--- src/rtl/fsync_pkg.sv ---
package fsync_pkg;
  localparam int SYNC_LEN     = 4;
  localparam int LONG_LEN     = 511;
  localparam int SHORT_LEN    = 63;
  localparam int SHORT_COPIES = 3;
  localparam int MODE_LEN     = 24;
  localparam int RESV_LEN     = 92;
  localparam int TAIL_LEN     = 12;

  localparam int LONG_BASE  = SYNC_LEN;
  localparam int SHORT_BASE = LONG_BASE + LONG_LEN;
  localparam int MODE_BASE  = SHORT_BASE + SHORT_LEN * SHORT_COPIES;
  localparam int RESV_BASE  = MODE_BASE + MODE_LEN;
  localparam int TAIL_BASE  = RESV_BASE + RESV_LEN;
  localparam int SEG_LEN    = TAIL_BASE + TAIL_LEN;

  localparam int IDX_W  = $clog2(SEG_LEN);
  localparam int OFS_W  = $clog2(LONG_LEN);
  localparam int COPY_W = $clog2(SHORT_COPIES);
  localparam int MID_COPY = SHORT_COPIES / 2;

  // long register: 9 stages, x^9+x^7+x^6+x^4+x^3+x+1, low-order coefficient mask
  localparam int LONG_W = 9;
  localparam logic [LONG_W-1:0] LONG_POLY = 9'b011011011;
  localparam logic [LONG_W-1:0] LONG_SEED = 9'b010000000;
  // short register: 6 stages, x^6+x+1
  localparam int SHORT_W = 6;
  localparam logic [SHORT_W-1:0] SHORT_POLY = 6'b000011;
  localparam logic [SHORT_W-1:0] SHORT_SEED = 6'b100111;

  typedef enum logic [2:0] {
    SEC_HDR, SEC_LONG, SEC_SHORT, SEC_MODE, SEC_RESV, SEC_TAIL
  } sec_e;

  typedef struct packed {
    logic              capture;
    logic              emit;
    logic              histShift;
    sec_e              sec;
    logic [COPY_W-1:0] copy;
    logic [OFS_W-1:0]  ofs;
    logic              shortWrap;
    logic              lastSym;
  } strobe_t;
endpackage

--- src/rtl/fsync_lfsr.sv ---
module fsync_lfsr #(
  parameter int          W    = 9,
  parameter logic [W-1:0] POLY = '0,
  parameter logic [W-1:0] SEED = '0
) (
  input  logic clk,
  input  logic rstN,
  input  logic load,
  input  logic adv,
  output logic outBit
);
  // state[W-1] holds a[n]; state[W-1-k] holds a[n+k], so coefficient k taps bit W-1-k
  function automatic logic [W-1:0] mirror(input logic [W-1:0] v);
    logic [W-1:0] r;
    for (int k = 0; k < W; k++) r[W-1-k] = v[k];
    return r;
  endfunction

  localparam logic [W-1:0] TAPS = mirror(POLY);

  logic [W-1:0] state;
  logic         fb;

  assign fb     = ^(state & TAPS);
  assign outBit = state[W-1];

  always_ff @(posedge clk) begin
    if (!rstN)     state <= SEED;
    else if (load) state <= SEED;
    else if (adv)  state <= {state[W-2:0], fb};
  end
endmodule

--- src/rtl/fsync_ctrl.sv ---
module fsync_ctrl
  import fsync_pkg::*;
(
  input  logic    clk,
  input  logic    rstN,
  input  logic    symEn,
  input  logic    startPulse,
  output strobe_t stb
);
  logic             busy;
  logic [IDX_W-1:0] idx;
  logic             accept;
  logic             emit;
  sec_e             sec;
  logic [COPY_W-1:0] copy;
  int               rel;
  int               ofsInt;

  assign accept = startPulse && !busy;
  assign emit   = symEn && busy;

  always_ff @(posedge clk) begin
    if (!rstN) begin
      busy <= 1'b0;
      idx  <= '0;
    end else if (accept) begin
      busy <= 1'b1;
      idx  <= '0;
    end else if (emit) begin
      if (idx == IDX_W'(SEG_LEN - 1)) begin
        busy <= 1'b0;
        idx  <= '0;
      end else begin
        idx <= idx + 1'b1;
      end
    end
  end

  always_comb begin
    rel    = int'(idx);
    sec    = SEC_HDR;
    copy   = '0;
    ofsInt = rel;
    if (rel >= TAIL_BASE) begin
      sec    = SEC_TAIL;
      ofsInt = rel - TAIL_BASE;
    end else if (rel >= RESV_BASE) begin
      sec    = SEC_RESV;
      ofsInt = rel - RESV_BASE;
    end else if (rel >= MODE_BASE) begin
      sec    = SEC_MODE;
      ofsInt = rel - MODE_BASE;
    end else if (rel >= SHORT_BASE) begin
      sec    = SEC_SHORT;
      ofsInt = rel - SHORT_BASE;
      for (int c = 1; c < SHORT_COPIES; c++) begin
        if (rel - SHORT_BASE >= c * SHORT_LEN) begin
          copy   = COPY_W'(c);
          ofsInt = rel - SHORT_BASE - c * SHORT_LEN;
        end
      end
    end else if (rel >= LONG_BASE) begin
      sec    = SEC_LONG;
      ofsInt = rel - LONG_BASE;
    end
  end

  always_comb begin
    stb.capture   = accept;
    stb.emit      = emit;
    stb.histShift = symEn && !busy && !startPulse;
    stb.sec       = sec;
    stb.copy      = copy;
    stb.ofs       = OFS_W'(ofsInt);
    stb.shortWrap = emit && (sec == SEC_SHORT) && (ofsInt == SHORT_LEN - 1);
    stb.lastSym   = (idx == IDX_W'(SEG_LEN - 1));
  end
endmodule

--- src/rtl/fsync_dp.sv ---
module fsync_dp
  import fsync_pkg::*;
#(
  parameter int LEVEL_W   = 4,
  parameter int LEVEL_MAG = 5
) (
  input  logic                      clk,
  input  logic                      rstN,
  input  strobe_t                   stb,
  input  logic                      fieldOdd,
  input  logic [MODE_LEN-1:0]       modeWord,
  input  logic [RESV_LEN-1:0]       resvWord,
  input  logic                      prevBit,
  output logic signed [LEVEL_W-1:0] symLevel,
  output logic                      symValid,
  output logic                      symLast
);
  localparam int HDR_IW  = $clog2(SYNC_LEN);
  localparam int MODE_IW = $clog2(MODE_LEN);
  localparam int RESV_IW = $clog2(RESV_LEN);
  localparam int TAIL_IW = $clog2(TAIL_LEN);
  localparam logic [SYNC_LEN-1:0] HDR_BITS = 4'b0110;
  localparam logic signed [LEVEL_W-1:0] LVL_HI = LEVEL_W'(LEVEL_MAG);
  localparam logic signed [LEVEL_W-1:0] LVL_LO = -LEVEL_W'(LEVEL_MAG);

  logic                invMid;
  logic [MODE_LEN-1:0] modeReg;
  logic [RESV_LEN-1:0] resvReg;
  logic [TAIL_LEN-1:0] hist;
  logic [TAIL_LEN-1:0] histSnap;
  logic longBit, shortBit, curBit;
  logic [OFS_W-1:0] modeIdx, resvIdx, tailIdx;

  fsync_lfsr #(.W(LONG_W), .POLY(LONG_POLY), .SEED(LONG_SEED)) u_long (
    .clk(clk), .rstN(rstN),
    .load(stb.capture),
    .adv(stb.emit && stb.sec == SEC_LONG),
    .outBit(longBit)
  );

  fsync_lfsr #(.W(SHORT_W), .POLY(SHORT_POLY), .SEED(SHORT_SEED)) u_short (
    .clk(clk), .rstN(rstN),
    .load(stb.capture || stb.shortWrap),
    .adv(stb.emit && stb.sec == SEC_SHORT && !stb.shortWrap),
    .outBit(shortBit)
  );

  always_ff @(posedge clk) begin
    if (!rstN) begin
      invMid   <= 1'b0;
      modeReg  <= '0;
      resvReg  <= '0;
      hist     <= '0;
      histSnap <= '0;
    end else begin
      if (stb.capture) begin
        invMid   <= fieldOdd;
        modeReg  <= modeWord;
        resvReg  <= resvWord;
        histSnap <= hist;
      end
      if (stb.histShift) hist <= {hist[TAIL_LEN-2:0], prevBit};
    end
  end

  assign modeIdx = OFS_W'(MODE_LEN - 1) - stb.ofs;
  assign resvIdx = OFS_W'(RESV_LEN - 1) - stb.ofs;
  assign tailIdx = OFS_W'(TAIL_LEN - 1) - stb.ofs;

  always_comb begin
    unique case (stb.sec)
      SEC_HDR:   curBit = HDR_BITS[stb.ofs[HDR_IW-1:0]];
      SEC_LONG:  curBit = longBit;
      SEC_SHORT: curBit = shortBit ^ (invMid && stb.copy == COPY_W'(MID_COPY));
      SEC_MODE:  curBit = modeReg[modeIdx[MODE_IW-1:0]];
      SEC_RESV:  curBit = resvReg[resvIdx[RESV_IW-1:0]];
      SEC_TAIL:  curBit = histSnap[tailIdx[TAIL_IW-1:0]];
      default:   curBit = 1'b0;
    endcase
  end

  always_ff @(posedge clk) begin
    if (!rstN) begin
      symValid <= 1'b0;
      symLast  <= 1'b0;
      symLevel <= '0;
    end else begin
      symValid <= stb.emit;
      symLast  <= stb.emit && stb.lastSym;
      symLevel <= stb.emit ? (curBit ? LVL_HI : LVL_LO) : '0;
    end
  end
endmodule

--- src/rtl/fsync_gen.sv ---
module fsync_gen
  import fsync_pkg::*;
#(
  parameter int LEVEL_W   = 4,
  parameter int LEVEL_MAG = 5
) (
  input  logic                      clk,
  input  logic                      rstN,
  input  logic                      symEn,
  input  logic                      startPulse,
  input  logic                      fieldOdd,
  input  logic [MODE_LEN-1:0]       modeWord,
  input  logic [RESV_LEN-1:0]       resvWord,
  input  logic                      prevBit,
  output logic signed [LEVEL_W-1:0] symLevel,
  output logic                      symValid,
  output logic                      symLast
);
  strobe_t stb;

  fsync_ctrl u_ctrl (
    .clk(clk), .rstN(rstN), .symEn(symEn), .startPulse(startPulse), .stb(stb)
  );

  fsync_dp #(.LEVEL_W(LEVEL_W), .LEVEL_MAG(LEVEL_MAG)) u_dp (
    .clk(clk), .rstN(rstN), .stb(stb),
    .fieldOdd(fieldOdd), .modeWord(modeWord), .resvWord(resvWord), .prevBit(prevBit),
    .symLevel(symLevel), .symValid(symValid), .symLast(symLast)
  );
endmodule

--- config.mk ---
export PLATFORM = sky130hd
export DESIGN_NAME = fsync_gen
export DESIGN_NICKNAME = d
export VERILOG_FILES = /design/src/rtl/fsync_pkg.sv /design/src/rtl/fsync_lfsr.sv /design/src/rtl/fsync_ctrl.sv /design/src/rtl/fsync_dp.sv /design/src/rtl/fsync_gen.sv
export SDC_FILE = /design/constraint.sdc
export NUM_CORES = 1
export LEC_CHECK = 0
export BUFFER_PORTS_ARGS = -buffer_cell sky130_fd_sc_hd__buf_2
export CELL_PAD_IN_SITES_DETAIL_PLACEMENT = 1
export CELL_PAD_IN_SITES_GLOBAL_PLACEMENT = 1
export CORE_MARGIN = 1
export CORE_UTILIZATION = 38
export DETAILED_ROUTE_END_ITERATION = 8
export PLACE_DENSITY = 0.69
export SYNTH_ARGS = -nofsm -noshare
export SYNTH_HDL_FRONTEND = slang
export SYNTH_SLANG_ARGS = --single-unit
--- constraint.sdc ---
create_clock -name clk -period 8 [get_ports clk]
set_clock_uncertainty 0.15 [all_clocks]
set_input_delay 0.4 -clock clk [delete_from_list [all_inputs] [get_ports clk]]
set_output_delay 0.4 -clock clk [all_outputs]
set_load 0.005 [all_outputs]
* Word-level counts from Yosys, hierarchy flattened *
Index checks and enable logic that the tools add are counted.

operators by class
  add/sub/neg operators = 11
  $lt $le $gt $ge = 11
  eq/ne operators = 8
  muxes and demuxes = 32
  bitwise gates (word level) = 2
  reduce and logical (&&, ||, !) cells = 23

operators with widths
  cell                                                                                  number
  32-bit 2-to-1 mux                                                                     7
  10-bit by 10-bit subtractor with 11-bit output, second input constant                 4
  10-bit greater-or-equal comparator, second input constant                             4
  32-bit by 7-bit == test with 1-bit output, second input constant                      1
  32-bit by 7-bit greater-or-equal comparator with 1-bit output, second input constant  1
  32-bit by 8-bit greater-or-equal comparator with 1-bit output, second input constant  1
  32-bit by 7-bit subtractor with 32-bit output, second input constant                  1
  32-bit by 8-bit subtractor with 32-bit output, second input constant                  1
  3-bit 2-to-1 mux                                                                      4
  10-bit by 3-bit subtractor with 11-bit output, second input constant                  1
  10-bit by 1-bit adder with 10-bit output, second input constant                       1
  10-bit == test, second input constant                                                 1
  10-bit by 3-bit greater-or-equal comparator with 1-bit output, second input constant  1
  1-bit logical AND                                                                     10
  10-bit 2-to-1 mux                                                                     1
  2-bit 2-to-1 mux                                                                      5
  1-bit 2-to-1 mux                                                                      9
  9-bit parity                                                                          1
  7-bit by 8-bit < comparator with 1-bit output, second input constant                  1
  1-bit binary-select mux with 7-bit select                                             1
  7-bit subtractor, first input constant                                                1
  3-bit by 2-bit == test with 1-bit output, second input constant                       2
  3-bit == test, second input constant                                                  2
  5-bit by 6-bit < comparator with 1-bit output, second input constant                  1
  20 further kinds                                                                      25

word-level totals
  register bits after elaboration = 173
  input port bits = 122

* Logic depth before layout (Yosys ltp) *
  depth in word-level cells = 13
  mapped depth = 29

* Hierarchy *
A second synthesis with hierarchy kept.

second synthesis, totals
  cells, all modules = 930
  area, all modules = 9377.7 um^2

by module, submodules not included
  module                      times used  cells an instance  area an instance (um^2)  seq. area each (um^2)
  fsync_dp                    1           580                6715.2                   2922.8
  fsync_ctrl                  1           294                2039.5                   220.2
  fsync_lfsr at u_dp.u_long   1           34                 371.6                    180.2
  fsync_lfsr at u_dp.u_short  1           22                 251.5                    120.1

* Least setup slack after synthesis *
Ideal clock, no wire load.

  path type = flip-flop to flip-flop
  from = register u_ctrl.idx[6]
  to = register u_dp.symLevel[2]
  setup time = 115 ps
  arrival = 5806 ps
  setup slack = 1929 ps
  stages on the path, launching flop included = 26
  buffers on the path = 3
  clock period less this slack = 6071 ps
  cells stage by stage = dfxtp_1 > clkinv_1 > ha_1 > nor4b_2 > a21oi_1 > o211a_1 > nand3_1 > ha_1 > buf_1 > nand3_1 > o2111ai_1 > a31o_2 > o22a_1 > o21ai_4 > inv_4 > buf_6 > buf_4 > ha_1 > mux2_2 > a31o_2 > a311oi_1 > nand3_1 > a21o_1 > o211ai_1 > o311ai_1 > and2_1

on the way
  cells in the longest elaborated chain, start to end = 13
  elaborated cells on any way between the ends = 54

ends and longest elaborated chain
  item                                                                                                                            RTL line                                              text
  start: declaration                                                                                                              fsync_ctrl.sv:11                                      logic [IDX_W-1:0] idx;
  start signal: assignment                                                                                                        fsync_ctrl.sv:34                                      idx <= idx + 1'b1;
  10-bit by 10-bit subtractor with 11-bit output                                                                                  fsync_ctrl.sv:55, fsync_ctrl.sv:57, fsync_ctrl.sv:59
  32-bit by 7-bit subtractor with 32-bit output or 32-bit by 7-bit greater-or-equal comparator with 1-bit output (tied branches)  fsync_ctrl.sv:59, fsync_ctrl.sv:57
  32-bit 2-to-1 mux or 1-bit 2-to-1 mux (tied branches)                                                                           fsync_ctrl.sv:57                                      if (rel - SHORT_BASE >= c * SHORT_LEN) begin
  32-bit 2-to-1 mux or 2-bit 2-to-1 mux (tied branches)                                                                           fsync_ctrl.sv:57
  32-bit 2-to-1 mux or 2-bit 2-to-1 mux (tied branches)                                                                           fsync_ctrl.sv:53                                      end else if (rel >= SHORT_BASE) begin
  32-bit 2-to-1 mux or 2-bit 2-to-1 mux (tied branches)                                                                           fsync_ctrl.sv:50                                      end else if (rel >= MODE_BASE) begin
  32-bit 2-to-1 mux or 2-bit 2-to-1 mux (tied branches)                                                                           fsync_ctrl.sv:47                                      end else if (rel >= RESV_BASE) begin
  32-bit 2-to-1 mux or 2-bit 2-to-1 mux (tied branches)                                                                           fsync_ctrl.sv:44                                      if (rel >= TAIL_BASE) begin
  7-bit subtractor, or another cell as far along                                                                                  fsync_dp.sv:67                                        assign resvIdx = OFS_W'(RESV_LEN - 1) - stb.ofs;
  1-bit binary-select mux with 7-bit select, or another cell as far along                                                         fsync_dp.sv:76                                        SEC_RESV: curBit = resvReg[resvIdx[RESV_IW-1:0]];
  1-bit 2-to-1 mux (implied by the code), or another cell as far along                                                            fsync_dp.sv:76
  1-bit one-hot mux with 6 select lines *                                                                                         fsync_dp.sv:71                                        unique case (stb.sec)
  4-bit 2-to-1 mux *                                                                                                              fsync_dp.sv:90                                        symLevel <= stb.emit ? (curBit ? LVL_HI : LVL_LO) : '0;
  end signal: assignment                                                                                                          fsync_dp.sv:90
  end: declaration                                                                                                                fsync_dp.sv:14                                        output logic signed [LEVEL_W-1:0] symLevel,

Every way passes the cells marked *; elsewhere a longest branch is shown, timed or not. The select of a mux whose other input is x is not followed.
A chain may end at the register's enable or synchronous reset.

* Final worst setup path *
  from = register u_ctrl.idx[2]
  to = register u_dp.symLevel[2]

Same word-level chain as after synthesis.

==> results.py <==
metrics = {
    "status": {
        "status": "complete, no violations",
    },
    "worst_setup_path": {
        "worstSetupEndpointType": "flop",
        "r2r-start": "u_ctrl.idx[2]",
        "r2r_setup_slack_ps": 1080,
        "crit_arrival_ps": 7110,
        "cpMostUsedCell": "ha_1",
        "cp_num_buf_inv": 3,
        "worst_r2r_path_depth": 23,
        "crit_family": "compound AO/OA/AOI/OAI gates",
        "crit_fanout": 23,
        "startpoint_type": "flop",
        "worstPathRequired_ps": 8190,
        "cp_cell_sequence": "inv_1 -> ha_1 -> and2b_1 -> xnor2_1 -> or4b_1 -> o311ai_0 -> ha_1 -> inv_1 -> o2111ai_1 -> a31o_2 -> o22a_1 -> o21ai_4 -> inv_4 -> ha_1 -> nor2_1 -> mux2_2 -> a31o_2 -> a311oi_1 -> nand3_1 -> a21o_1 -> o211ai_1 -> o311ai_1 -> and2_1",
        "regToRegEndpoint": "u_dp.symLevel[2]",
        "slowest_stage": "dfxtp_1",
        "critPathMaxStageDelay_ps": 820,
        "worstSetupPathType": "flop to flop",
    },
    "drt": {
        "drtPass1Iterations": 5,
        "dr_total_vias": 10080,
        "wl_per_cell_um": 20.28,
        "vias_per_cell": 5.855,
        "totalWireLength_um": 34920,
        "antenna_left": 0,
        "drcViolationCount": 0,
        "first_iter_violations": 617,
    },
    "sta": {
        "setup_tns_ps": 0,
        "relSlewSlack_pct": 22.56,
        "hold_viol_final": 0,
        "post-route-min-period_ps": 6919,
        "max_freq_mhz": 144.5,
        "slew_violations": 0,
        "finalHoldWorstSlack_ps": 49.23,
        "setup_viol": 0,
        "worst_pin_slew_ps": 1154,
        "finalCritPeriodShare_pct": 86.49,
        "rsz0062_at_grt": "false",
    },
    "pwr": {
        "peakVddDrop_uv": 102.9,
        "leakage_nw": 4.543,
        "power_density_nw_per_um2": 167.6,
    },
    "worst_hold_path": {
        "min_to": "u_dp.resvReg[35]",
        "worstHoldStart": "resvWord[35]",
        "min_path_cells": 3,
        "hold_path_class": "primary input to flop",
    },
    "synthesis": {
        "synth_top_flop_cell": "dfxtp_1",
        "synth_edf_count": 0,
        "synthSimpleGateAreaFrac_pct": 22.48,
        "yosysUniqueCellTypes": 95,
        "synth_adder_area_share_pct": 3.842,
        "synth.area.mux_share_pct": 4.503,
        "syn_nets": 1464,
        "async_flop_share_pct": 0,
        "synth-compound-area-share_pct": 28.22,
        "syn_avg_cell_area_um2": 7.954,
        "yosysSeqAreaShare_pct": 33.05,
        "synth_area_um2": 10420,
        "synth-seq-cells": 172,
        "synth_top_family_by_area": "compound AO/OA/AOI/OAI gates",
        "yosys.area_share.xor_xnor_pct": 2.606,
        "netlist_instances": 1310,
        "yosys_warnings": 0,
    },
    "clock_network": {
        "root_buffer": "clkbuf_16",
        "clkTransAtPathRegs_ps": 90,
        "cts_tree": "yes",
        "cts_inserted_buffers": 17,
        "clk_path_buf_depth": 2,
        "cts_hold_buf": 0,
        "cts.sinks": 172,
        "postCtsSetupBuffers": 0,
        "htree_levels": 4,
        "clock_latency_ps": 440,
        "cts.repair.resized": 0,
    },
    "global_route": {
        "grt_pass1_wl_um": 55710,
        "grt_overflow": 0,
        "grt_max_degree": 118,
        "track_usage_pct": 25.02,
        "antenna_found_initial": 0,
        "grt_pass1_vias": 10040,
    },
    "floorplanning": {
        "num_rows": 60,
        "die_area_um2": 28090,
        "core_area_um2": 26950,
        "num_io_pins": 128,
        "start_util_pct": 38.66,
        "dieHeight_um": 167.6,
        "die_w_um": 167.6,
    },
    "place": {
        "place.gp.congestion": 0.9105,
        "hpwl_um": 25280,
        "io_buffers": 127,
    },
    "finish": {
        "nNetsFinal": 1522,
        "drive_above_1_share_pct": 15.21,
        "diodes": 0,
        "syn_to_final_growth_pct": 13.10,
    },
    "job": {
        "max_cap_viol_count": 0,
    },
}
-- Yosys cell counts, drive strengths merged (22+ instances only) --
cell	number	share of area, %
xnor2	27	2.3
ha	32	3.8
a21oi	26	1.2
o21ai	29	1.5
buf	36	2.0
mux2i	30	2.9
nor3	25	1.3
o211ai	22	1.6
nand3	29	1.4
clkbuf	64	2.3
nand2	340	12
a21boi	142	10
inv	23	0.85
dfxtp	172	33
nor2	50	1.8
a211oi	25	1.8
-- metrics by stage --
stage	utilization, %	setup slack (ps)	area [um^2]	power [mW]	instances
6_report	43.73	1081	11790	1.975	1722
5_1_grt	43.73	633.1	11790	2.053	1722
4_1_cts	43.73	1150	11790	1.997	1722
3_5_place_dp	41.36	1212	11150	1.105	1690
3_3_place_gp	41.36	1519	11150	1.102	1690
2_1_floorplan	-	1929	10420	1.030	1310
-- report_power, final --
| group | total (mW) | leakage (nW) | internal, mW | switching, mW |
|---|---|---|---|---|
| clock | 0.891 | 0.304 | 0.435 | 0.457 |
| sequential | 0.914 | 1.40 | 0.890 | 0.0238 |
| combinational | 0.170 | 2.84 | 0.0692 | 0.101 |
| total | 1.98 | 4.54 | 1.39 | 0.581 |
-- state kept, by name, summed over array words and instances, names as in the netlist --
register            count
u_dp.symLevel           3
u_dp.resvReg           92
u_dp.histSnap          12
u_dp.u_short.state      6
u_dp.invMid             1
u_ctrl.busy             1
u_dp.modeReg           24
u_dp.symValid           1
u_dp.hist              12
u_dp.symLast            1
u_dp.u_long.state       9
u_ctrl.idx             10
-- cell type report --
class	instances	area [um^2]
multi-input combinational	1012	6447
fill	3316	15170
clock buffer	17	425.4
tap	341	426.7
inverter	26	100.1
sequential	172	3443
timing repair buffer	139	728.2
clock inverter	15	214.0
-- metal layers --
layer	global-route usage [%]	wire length [um]	share of wire (%)
met1	33.91	16220	46
met2	40.76	16300	47
met3	3.285	1528	4.4
met4	8.616	877	2.5
met5	0	0	0
-- kinds of logic after synthesis --
kind of cell / count (synthesis)
flops: 172
fa+ha+maj: 32
simple gates: 524
buf+inv: 126
compound gates: 384
xor+xnor: 31
mux: 41
-- worst max path at each step --
stage,end,cells past startpoint,startpoint,slack [ps]
after floorplan,u_dp.symLevel[2],25,u_ctrl.idx[6],1930
after global placement,u_dp.symLevel[2],23,u_ctrl.idx[2],1520
after detailed placement,u_dp.symLevel[2],23,u_ctrl.idx[2],1210
after CTS,u_dp.symLevel[2],23,u_ctrl.idx[2],1150
after global routing,u_dp.symLevel[2],22,u_ctrl.idx[2],630
final,u_dp.symLevel[2],23,u_ctrl.idx[2],1080
-- cells in the final DEF, fill, tap and decap left out, types with 6 or more instances in the layout --
master	instances
xnor2_1	27
o21ai_1	8
a211oi_1	25
o211ai_1	21
and3_1	7
o21ai_0	20
nor4_1	6
ha_1	32
o21a_1	9
mux2_2	6
nor2_1	49
and2_1	8
a31oi_1	10
o31ai_1	11
nand4_1	14
nand3_1	29
mux2i_1	30
clkbuf_16	17
dfxtp_1	172
or3_1	6
nand2_1	339
a21oi_1	26
buf_2	126
a311oi_1	10
a21boi_0	141
clkinv_8	8
o31a_1	10
a21o_1	9
or4_1	7
inv_1	19
buf_4	13
nor3_1	24
o311ai_0	12
-- tightest hold or removal path, delay by kind of cell --
kind                   cells  cell delay [ps]
buffers and inverters      1               90
and+or+nand+nor            1               40
AOI/OAI and AO/OA          1               60
No activity file was read; power rests on OpenSTA's default activity.
